==> src/rtl/cam_cmd_seq.sv <==
module cam_cmd_seq #(
  parameter int AW = 10
) (
  input  logic          clk,
  input  logic          rst_n,
  input  logic          cmd_we,
  input  logic [15:0]   cmd_word,
  input  logic [1:0]    dir_down,
  output logic          busy,
  output logic          exec,
  output logic          illegal,
  output logic          seg_rst,
  output logic          bank,
  output logic [1:0]    op_kind,
  output logic [2:0]    dst,
  output logic [2:0]    src,
  output logic [1:0]    msk,
  output logic [2:0]    vfield,
  output logic [2:0]    spc_op,
  output logic [AW-1:0] addr
);
  logic        pend;
  logic [15:0] hold;
  logic        step_q;
  logic [AW-1:0] ar [2];

  wire [15:0] w      = pend ? hold : cmd_word;
  wire        top0   = w[15:12] == 4'h0;
  wire        is_mov = top0 && w[10:8] == 3'b011;
  wire        is_vbc = top0 && w[10:8] == 3'b100 && w[7:6] == 2'b00;
  wire        is_cmp = w[15:8] == 8'h05 && w[7:3] == 5'd0;
  wire        is_spc = w[15:8] == 8'h06 && w[7:6] == 2'b00;
  wire        legal  = is_mov | is_vbc | is_cmp | is_spc;
  wire        dmem   = w[5];
  wire        idx_d  = w[5:4] == 2'b10;
  wire        idx_s  = w[2:1] == 2'b10;
  wire        mv_nop = is_mov && !dmem && w[2:0] == w[5:3];
  wire        steps  = (is_mov && (dmem ? idx_d : idx_s)) || (is_vbc && idx_d);
  wire        two_wd = !pend && w[11] && (is_mov || is_vbc);
  wire        issue  = cmd_we && legal && !two_wd;
  wire        ld     = cmd_we && pend;

  assign busy = pend;
  assign addr = ar[bank];

  always_ff @(posedge clk or negedge rst_n) begin
    if (!rst_n) begin
      pend    <= 1'b0;
      hold    <= '0;
      exec    <= 1'b0;
      illegal <= 1'b0;
      seg_rst <= 1'b0;
      step_q  <= 1'b0;
      bank    <= 1'b0;
      op_kind <= '0;
      dst     <= '0;
      src     <= '0;
      msk     <= '0;
      vfield  <= '0;
      spc_op  <= '0;
    end else begin
      exec    <= issue && !mv_nop;
      illegal <= cmd_we && !pend && !legal;
      seg_rst <= issue && is_spc && w[2:0] == 3'b010;
      step_q  <= issue && steps;
      if (cmd_we) pend <= two_wd;
      if (two_wd && cmd_we) hold <= w;
      if (issue && is_spc && w[2:1] == 2'b00) bank <= w[0];
      if (issue && !mv_nop) begin
        op_kind <= is_mov ? 2'd0 : is_vbc ? 2'd1 : is_cmp ? 2'd2 : 2'd3;
        dst     <= w[5:3];
        src     <= !is_mov ? 3'd0 : dmem ? {1'b0, w[1:0]} : w[2:0];
        msk     <= is_mov ? w[7:6] : 2'd0;
        vfield  <= is_mov ? (dmem ? {2'b00, w[2]} : 3'd0)
                          : (is_vbc || is_cmp) ? w[2:0] : 3'd0;
        spc_op  <= is_spc ? w[2:0] : 3'd0;
      end
    end
  end

  for (genvar g = 0; g < 2; g++) begin : g_bank
    always_ff @(posedge clk or negedge rst_n) begin
      if (!rst_n)
        ar[g] <= '0;
      else if (ld && bank == 1'(g))
        ar[g] <= cmd_word[AW-1:0];
      else if (step_q && bank == 1'(g))
        ar[g] <= dir_down[g] ? ar[g] - 1'b1 : ar[g] + 1'b1;
    end
  end
endmodule

==> config.mk <==
export PLATFORM = sky130hd
export DESIGN_NAME = cam_cmd_seq
export DESIGN_NICKNAME = d
export VERILOG_FILES = /design/src/rtl/cam_cmd_seq.sv
export SDC_FILE = /design/constraint.sdc
export NUM_CORES = 1
export LEC_CHECK = 0
export BUFFER_PORTS_ARGS = -buffer_cell sky130_fd_sc_hd__buf_2
export CAP_MARGIN = 20
export CORE_MARGIN = 5
export CORE_UTILIZATION = 52
export CTS_BUF_LIST = sky130_fd_sc_hd__clkbuf_2 sky130_fd_sc_hd__clkbuf_4 sky130_fd_sc_hd__clkbuf_8
export DETAILED_ROUTE_END_ITERATION = 16
export PLACE_DENSITY = 0.72
export SYNTH_ARGS = -nofsm -noshare
export SYNTH_HDL_FRONTEND = slang
export SYNTH_SLANG_ARGS = --single-unit
==> constraint.sdc <==
create_clock -name clk -period 6.6 [get_ports clk]
set_clock_uncertainty 0.15 [all_clocks]
set_input_delay 0.99 -clock clk [delete_from_list [all_inputs] [get_ports clk]]
set_output_delay 0.99 -clock clk [all_outputs]
set_load 0.05 [all_outputs]
## After elaboration in Yosys (flattened, before gate mapping)

Index checks and enable logic that the tools add are counted.

| storage, ports and cells | value |
|---|---|
| logic and storage cells | 94 |
| output and inout bits | 31 |
| input port bits | 21 |
| register bits | 58 |

| operators by class | value |
|---|---|
| $lt $le $gt $ge | 1 |
| bitwise gates (word level) | 5 |
| reductions and logical operators | 40 |
| eq/ne operators | 8 |
| multiplexer cells | 21 |
| $add $sub $neg | 4 |

Operators by type and width:

| cell | number |
|---|---|
| two-way mux 10 bit | 9 |
| logical AND 1 bit | 26 |
| adder 10 x 1 -> 10 bit (second input constant) | 2 |
| subtractor 10 x 1 -> 10 bit (second input constant) | 2 |
| equality test 8 x 3 -> 1 bit (second input constant) | 2 |
| two-way mux 16 bit | 1 |
| two-way mux 3 bit | 5 |
| equality test 3 x 2 -> 1 bit (second input constant) | 2 |
| two-way mux 2 bit | 3 |
| zero test 1 bit | 5 |
| zero test 5 bit | 1 |
| equality test 2 bit (second input constant) | 2 |
| zero test 2 bit | 2 |
| zero test 4 bit | 1 |
| nonzero test 2 bit | 2 |
| equality test 3 bit | 1 |
| equality test 3 bit (second input constant) | 1 |
| logical OR 1 bit | 3 |
| two-way mux 1 bit | 3 |
| bitwise OR 1 bit | 3 |
| >= comparator 2 bit (second input constant) | 1 |
| NOT 1 -> 2 bit | 1 |
| NOT 1 bit | 1 |

## Longest topological paths before layout

Gate-level depths: netlist of the first run.

| logic depth | value |
|---|---|
| word-level depth | 11 |
| mapped depth | 12 |
| gate-level depth less buffers | 10 |

## Worst setup path after synthesis of the first run

Ideal clock, no wire load.

| path | value |
|---|---|
| path type | flip-flop to output port |
| start | reg bank |
| end | out addr[0] |
| cell stages (with the launch flop) | 4 |
| arrival | 2.143 ns |
| slack | 3.317 ns |
| cells stage by stage | dfrtp_1 clkbuf_1 clkbuf_1 o21ai_0 |

| between the ends | value |
|---|---|
| longest elaborated chain between the ends | 4 |

Ends and longest elaborated chain:

| what | line | text |
|---|---|---|
| start: declaration | 13 | `output logic bank,` |
| start signal: assignment | 68 | `if (issue && is_spc && w[2:1] == 2'b00) bank <= w[0];` |
| NOT 1 -> 2 bit (implied by the code) | 44 | `assign addr = ar[bank];` |
| two-way mux 10 bit (implied by the code) (3 in series) | 44 |  |
| end: declaration | 20 | `output logic [AW-1:0] addr` |

No other way between the ends. The select of a mux whose other input is x is not followed.

## Worst setup path in the final report of the first run

| path | value |
|---|---|
| start | in cmd_word[12] |
| end | reg op_kind[1] |

| between the ends | value |
|---|---|
| longest elaborated chain between the ends | 10 |
| elaborated cells on any way between the ends | 23 |
| those cells by class | eq/ne (2); mux (3); bitwise (3); reduce/logical (15) |

Ends and longest elaborated chain:

| what | line | text |
|---|---|---|
| start: declaration | 7 | `input logic [15:0] cmd_word,` |
| two-way mux 16 bit (*) | 27 | `wire [15:0] w = pend ? hold : cmd_word;` |
| zero test 4 bit | 28 | `wire top0 = w[15:12] == 4'h0;` |
| logical AND 1 bit (2 in series) | 30 | `wire is_vbc = top0 && w[10:8] == 3'b100 && w[7:6] == 2'b00;` |
| bitwise OR 1 bit (3 in series) | 33 | `wire legal = is_mov \| is_vbc \| is_cmp \| is_spc;` |
| logical AND 1 bit (2 in series) | 40 | `wire issue = cmd_we && legal && !two_wd;` |
| logical AND 1 bit | 69 | `if (issue && !mv_nop) begin` |
| end signal: assignment | 70 | `op_kind <= is_mov ? 2'd0 : is_vbc ? 2'd1 : is_cmp ? 2'd2 : 2'd3;` |
| end: declaration | 14 | `output logic [1:0] op_kind,` |

Mark *: on every way between the ends. The rest lies on a longest branch, timed or not.
A chain may end at the register's enable or synchronous reset.

==> metrics.csv, run 1 <==
metric,value,unit
synth.cell_area,3470,sq um
drt_wl_total,8440,um
synth_instances,356,
rsz0062_at_grt,false,
final.setup.tns,0,ns
synth-warning-count,0,
cts.repair_timing.setup_buffer_count,0,
drive_gt1_share,22.8,%
grt_remaining_overflow,0,
ys_seq_area_share,41.8,%
cts.htree.levels,3,
start_kind,input pin,
global_route.usage.total,21.1,%
top_cell_type_by_total_area_after_synthesis,dfrtp_1,
final_period_minus_worst_setup_slack,3.24,ns
worst_hold_path_type,register to register,
clock_path_buffers,2,
synth.avg_cell_area,9.76,sq um
path_class,input pin to register,
worstSetupEndpointType,register,
netlist_top_cells_count,"dfrtp_1, nand2_1, o21ai_0",
clock_latency,0.34,ns
die_y,91.7,um
run_status,finished clean,
die-width,91.7,um
design.core.area,6420,sq um
post_cts.resized_instances,0,
maxSlewViolCount,0,
area_share_of_the_leading_cell_type_in_the_synthesized_netlist,41.8,%
met2_usage_grt,34.1,%
setup-violations-final,0,
ys_dominant_reg_cell,dfrtp_1,
ctsRootBufferMaster,clkbuf_8,
power.ir.vdd_worst,172,uV
diodes,0,
hold_viol,0,
gp_congestion,0.854,
ys_async_sr_fraction,100,%
fin_hold_ws,0.325,ns
drt-vias-per-instance,5.92,
clkTransAtPathRegs,0.07,ns
max_slew_margin,47.7,%
grt_max_degree,59,
transition_time_at_the_pin_with_the_least_slew_margin,0.781,ns
number_of_antenna_violations_at_the_first_check_in_global_routing,0,
crit_start,cmd_word[12],
cts_hold_buf,0,
critical_path.max_fanout,26,
route.vias.total,2894,
synth_fp_nets,397,
clkSinkCount,58,
postLayoutCoreUtil,62.6,%
busiest_layer,met2,
count_of_flip_flops_with_a_built_in_enable_after_synthesis,0,
power.density,315,nW/um^2
final_nets,449,
yosysMostFrequentCell,dfrtp_1,
grt_pass1_vias,2851,
fin_crit_sh,49.1,%
dp_hpwl,6010,um
detailedRoute.firstIterationViolations,149,
grt_use_met1,27.8,%
synth.ff_latch_count,58,
drt-wirelength-per-cell,17.3,um
port_buffers,51,
num_io_pins,52,
worst_ep_required_time,6.68,ns
cts_tree,done,
fillerInstances,539,
drt_pass_1_iters,5,
ys_types,57,
ys_top_cells_by_area,"dfrtp_1, ha_1, o21ai_0, mux2_2, nand2_1",
r2r-start,busy,
leakagePower,1.93,nW
die_area,8420,sq um
timing.fmax,0.309,GHz
tritoncts.num_buffers,9,
area_growth_syn_to_layout,15.8,%
drv_cap,0,
worst_ep_arrival_time,3.32,ns
holdCritStartpoint,spc_op[1],
post-route-drc-count,0,
global_route.usage.met3,4.26,%
ant_nets,0,
wire_length_of_the_first_global_routing_pass,14100,um
placement_rows,29,
initial_core_util,54.1,%
-- final cells by class --
| class | count | area [sq um] | area share (%) |
|---|---|---|---|
| clock inverter | 4 | 98.8 | 2.46 |
| clock buffer | 11 | 151 | 3.76 |
| inverter | 14 | 52.6 | 1.31 |
| timing repair buffer | 55 | 285 | 7.09 |
| tap | 77 | 96.3 | 2.40 |
| multi-input combinational | 270 | 1890 | 46.9 |
| sequential | 58 | 1450 | 36.1 |
-- critical path, cell delays in order --
cell and delay (ns):
buf_2 0.09, or4_4 0.54, nor2_4 0.13, a31oi_2 0.17, o221ai_2 0.29, a21o_1 0.16
a21o_1 0.59, mux2_4 0.35
-- power by group --
group / internal [mW] / switching, mW / total (mW)
registers: 0.407 / 0.0350 / 0.442
logic: 0.137 / 0.271 / 0.408
clock network: 0.270 / 0.148 / 0.418
-- cells by family (layout without fill, tap and decap cells) --
group                      Yosys count  after routing  synth area share (%)
and+or+nand+nor                    106            106                  15.1
AOI/OAI and AO/OA                  102            102                  19.5
DFF                                 58             58                  41.8
buffers and inverters               28             84                  3.92
muxes                               23             23                  7.31
adders and majority gates           20             20                  7.63
xor gates and xnor gates            19             19                  4.79
-- worst paths after layout --
| kind | to | slack (ns) | cells after the start |
|---|---|---|---|
| hold reg to reg | spc_op[1] | 0.33 | 1 |
| setup reg to reg | op_kind[1] | 3.60 | 7 |
| hold / removal | spc_op[1] | 0.33 | 1 |
| min in group asynchronous | vfield[0] | 0.64 | 2 |
| max in group asynchronous | ar[14] | 5.17 | 2 |
| setup / recovery | op_kind[1] | 3.36 | 8 |
-- state kept, by name, indices dropped and copies added, names as in the netlist --
register	count
dst	3
ar	20
busy	1
seg_rst	1
op_kind	2
step_q	1
exec	1
src	3
spc_op	3
msk	2
vfield	3
hold	16
illegal	1
bank	1
-- cells in the final DEF, fill, tap and decap left out, types with 5 or more instances in the layout --
cell       n
inv_1     14
buf_2     51
nand2b_1   5
xnor2_1   11
dfrtp_1   58
nor2b_1    8
ha_1      18
mux2i_1    9
and2_1     7
nor2_1    26
xor2_1     8
a21o_1     8
o22ai_1    8
a21oi_1   22
nor3_1    11
nand2_1   33
clkbuf_8  11
mux2_2    12
o21ai_0   29
-- routing by layer --
| layer | vias to the layer above | part of all wire (%) |
|---|---|---|
| met2 | 108 | 47 |
| met1 | 1387 | 44 |
| met3 | 15 | 7.2 |
| li1 | 1384 | - |
| met5 | - | 0 |
| met4 | 0 | 1.7 |
-- through the flow --
stage               instance area [sq um]  std cells  setup WS [ns]  total power, mW
finish                               4020        489           3.36             1.27
global route                         4020        489           3.21             1.33
CTS                                  4020        489           3.37             1.27
detailed placement                   3770        474           3.01            0.855
global placement                     3770        474           3.06            0.846
floorplan                            3470        356           3.32            0.756
(Power assumes the default switching activity.)
==> run 2: changes to the inputs <==
==> constraint.sdc (replaced) <==
create_clock -name clk -period 3.05 [get_ports clk]
set_clock_uncertainty 0.15 [all_clocks]
set_input_delay 0.4575 -clock clk [delete_from_list [all_inputs] [get_ports clk]]
set_output_delay 0.4575 -clock clk [all_outputs]
set_load 0.05 [all_outputs]
==> run 2 against run 1 <==
Net effect: final cell count increased by 2.2%; sequential share of layout area hardly changed; via count decreased by 0.24%; worst hold slack worse by 0.12 ns; critical endpoint is now src[2]; largest power group unchanged.
==> metrics.csv, run 2 (synthesis gave the netlist of run 1 again) <==
metric,value,unit,change
instances_no_fill,500,,+2.2%
port_buffers,51,,unchanged
max_reg_flops,20,,unchanged
rsz0062_at_grt,false,,
num_io_pins,52,,unchanged
worst_ep_required_time,3.13,ns,-3.55 ns
die-width,91.7,um,unchanged
holdCritStartpoint,cmd_word[10],,
wire_length_of_the_first_global_routing_pass,14100,um,+0.34%
fin_crit_sh,90.0,%,
area_growth_syn_to_layout,15.8,%,about the same
ctsRootBufferMaster,clkbuf_8,,
initial_core_util,54.1,%,unchanged
run_status,finished clean,,
clkSinkCount,58,,unchanged
grt_max_degree,40,,-32%
leading_cell_type_in_the_layout_fill_and_taps_excluded,dfrtp_1,,
worst_hold_path_type,input pin to register,,
hold_viol,0,,unchanged
diodes,0,,unchanged
global_route.usage.met3,4.42,%,+0.16 points
drive_gt1_share,24.6,%,+1.8 points
path_class,register to register,,
post_dp_cell_area,3840,sq um,+1.8%
drt_wl_total,8510,um,+0.83%
drv_cap,0,,unchanged
ant_nets,0,,unchanged
most-common-layout-cells,"dfrtp_1, buf_2, nand2_1, o21ai_0, nor2_1",,
fillerInstances,541,,+0.37%
clock_latency,0.34,ns,about the same
max_flop_register,ar,,
met2_usage_grt,35.3,%,+1.2 points
final_period_minus_worst_setup_slack,2.74,ns,
regToRegSetupSlack,0.31,ns,-3.29 ns
critical_path.max_fanout,25,,-3.8%
r2r-start,busy,,
maxSlewViolCount,0,,unchanged
busiest_layer,met2,,
drt-wirelength-per-cell,17.0,um,-1.4%
post_route_standard_cell_area_excluding_fillers,4030,sq um,about the same
max_slew_margin,58.1,%,+10 points
timing.final.ws_setup,0.306,ns,-3.05 ns
start_kind,register,,
timing.fmax,0.364,GHz,
worst_ep_arrival_time,2.83,ns,-0.49 ns
global_route.usage.total,21.1,%,about the same
cts.htree.levels,3,,unchanged
grt_remaining_overflow,0,,unchanged
grt_pass1_vias,2925,,+2.6%
power.ir.vdd_worst,561,uV,+230%
final_nets,459,,+2.2%
largestRegisters,"ar: 20 flops, hold: 16 flops",,
placement_rows,29,,unchanged
die_y,91.7,um,unchanged
number_of_antenna_violations_at_the_first_check_in_global_routing,0,,unchanged
power.density,618,nW/um^2,+96%
cts_tree,done,,
detailedRoute.firstIterationViolations,119,,-20%
drt-vias-per-instance,5.77,,-2.4%
dp_hpwl,6400,um,+6.4%
leakagePower,1.94,nW,+0.47%
clock_path_buffers,2,,unchanged
die_area,8420,sq um,unchanged
placed_cells_incl_taps,483,,+1.9%
design.core.area,6420,sq um,unchanged
crit_start,busy,,
post-route-drc-count,0,,unchanged
post_cts.resized_instances,0,,unchanged
place_ws,0.326,ns,-2.69 ns
final.setup.tns,0,ns,unchanged
route.vias.total,2887,,-0.24%
tritoncts.num_buffers,9,,unchanged
grt_use_met1,27.7,%,-0.15 points
power.total,2.49,mW,+96%
gp_congestion,0.915,,+7.2%
transition_time_at_the_pin_with_the_least_slew_margin,0.627,ns,-0.155 ns
clkTransAtPathRegs,0.07,ns,about the same
setup-violations-final,0,,unchanged
worstSetupEndpointType,register,,
drt_pass_1_iters,4,,-1
run 2: power breakdown:
part / internal [mW] / leakage [nW] / switching [mW] / total (mW)
clock: 0.321 / 0.0885 / 0.322 / 0.643
sequential: 0.881 / 0.753 / 0.0793 / 0.960
combinational: 0.304 / 1.10 / 0.580 / 0.884
run 2: routing by layer:
metal / wire length, um / vias to the layer above
met4: 106 / 0
met5: 0 / -
met1: 3700 / 1390
met3: 477 / 11
met2: 4230 / 84
li1: - / 1402
run 2: worst paths after layout:
check / end / cells past startpoint
max: src[2] / 8
max in group asynchronous: ar[10] / 3
min: hold[8] / 2
min in group asynchronous: exec / 2
max reg2reg: src[2] / 8
min reg2reg: dst[0] / 2
run 2: area by class of cell:
class / instances / area (sq um) / area share [%]
Clock buffer: 11 / 145 / 3.61
Tap cell: 77 / 96.3 / 2.39
Clock inverter: 5 / 30.0 / 0.746
Inverter: 14 / 52.6 / 1.31
Sequential cell: 58 / 1450 / 36.1
Timing Repair Buffer: 65 / 363 / 9.01
Multi-Input combinational cell: 270 / 1890 / 46.9
run 2: critical path, stage by stage, from the launching register on:
cell and delay [ns]:
dfrtp_1 0.61, buf_4 0.28, nor4_1 0.31, o211ai_1 0.18, a31o_1 0.25, a21o_1 0.21, a21o_1 0.19, buf_4 0.21
a22o_1 0.24
run 2: repair_timing:
action | in CTS | in global routing
endpoints found under the hold margin | 24 | 0
hold buffers | 1 | 0
buffers inserted | 0 | 0
run 2: through the flow:
step                utilization [%]  hold WS, ns
floorplan                         -       0.0119
global placement               59.8        0.308
detailed placement             59.8        0.315
CTS                            62.7        0.199
global route                   62.7        0.208
finish                         62.7        0.205
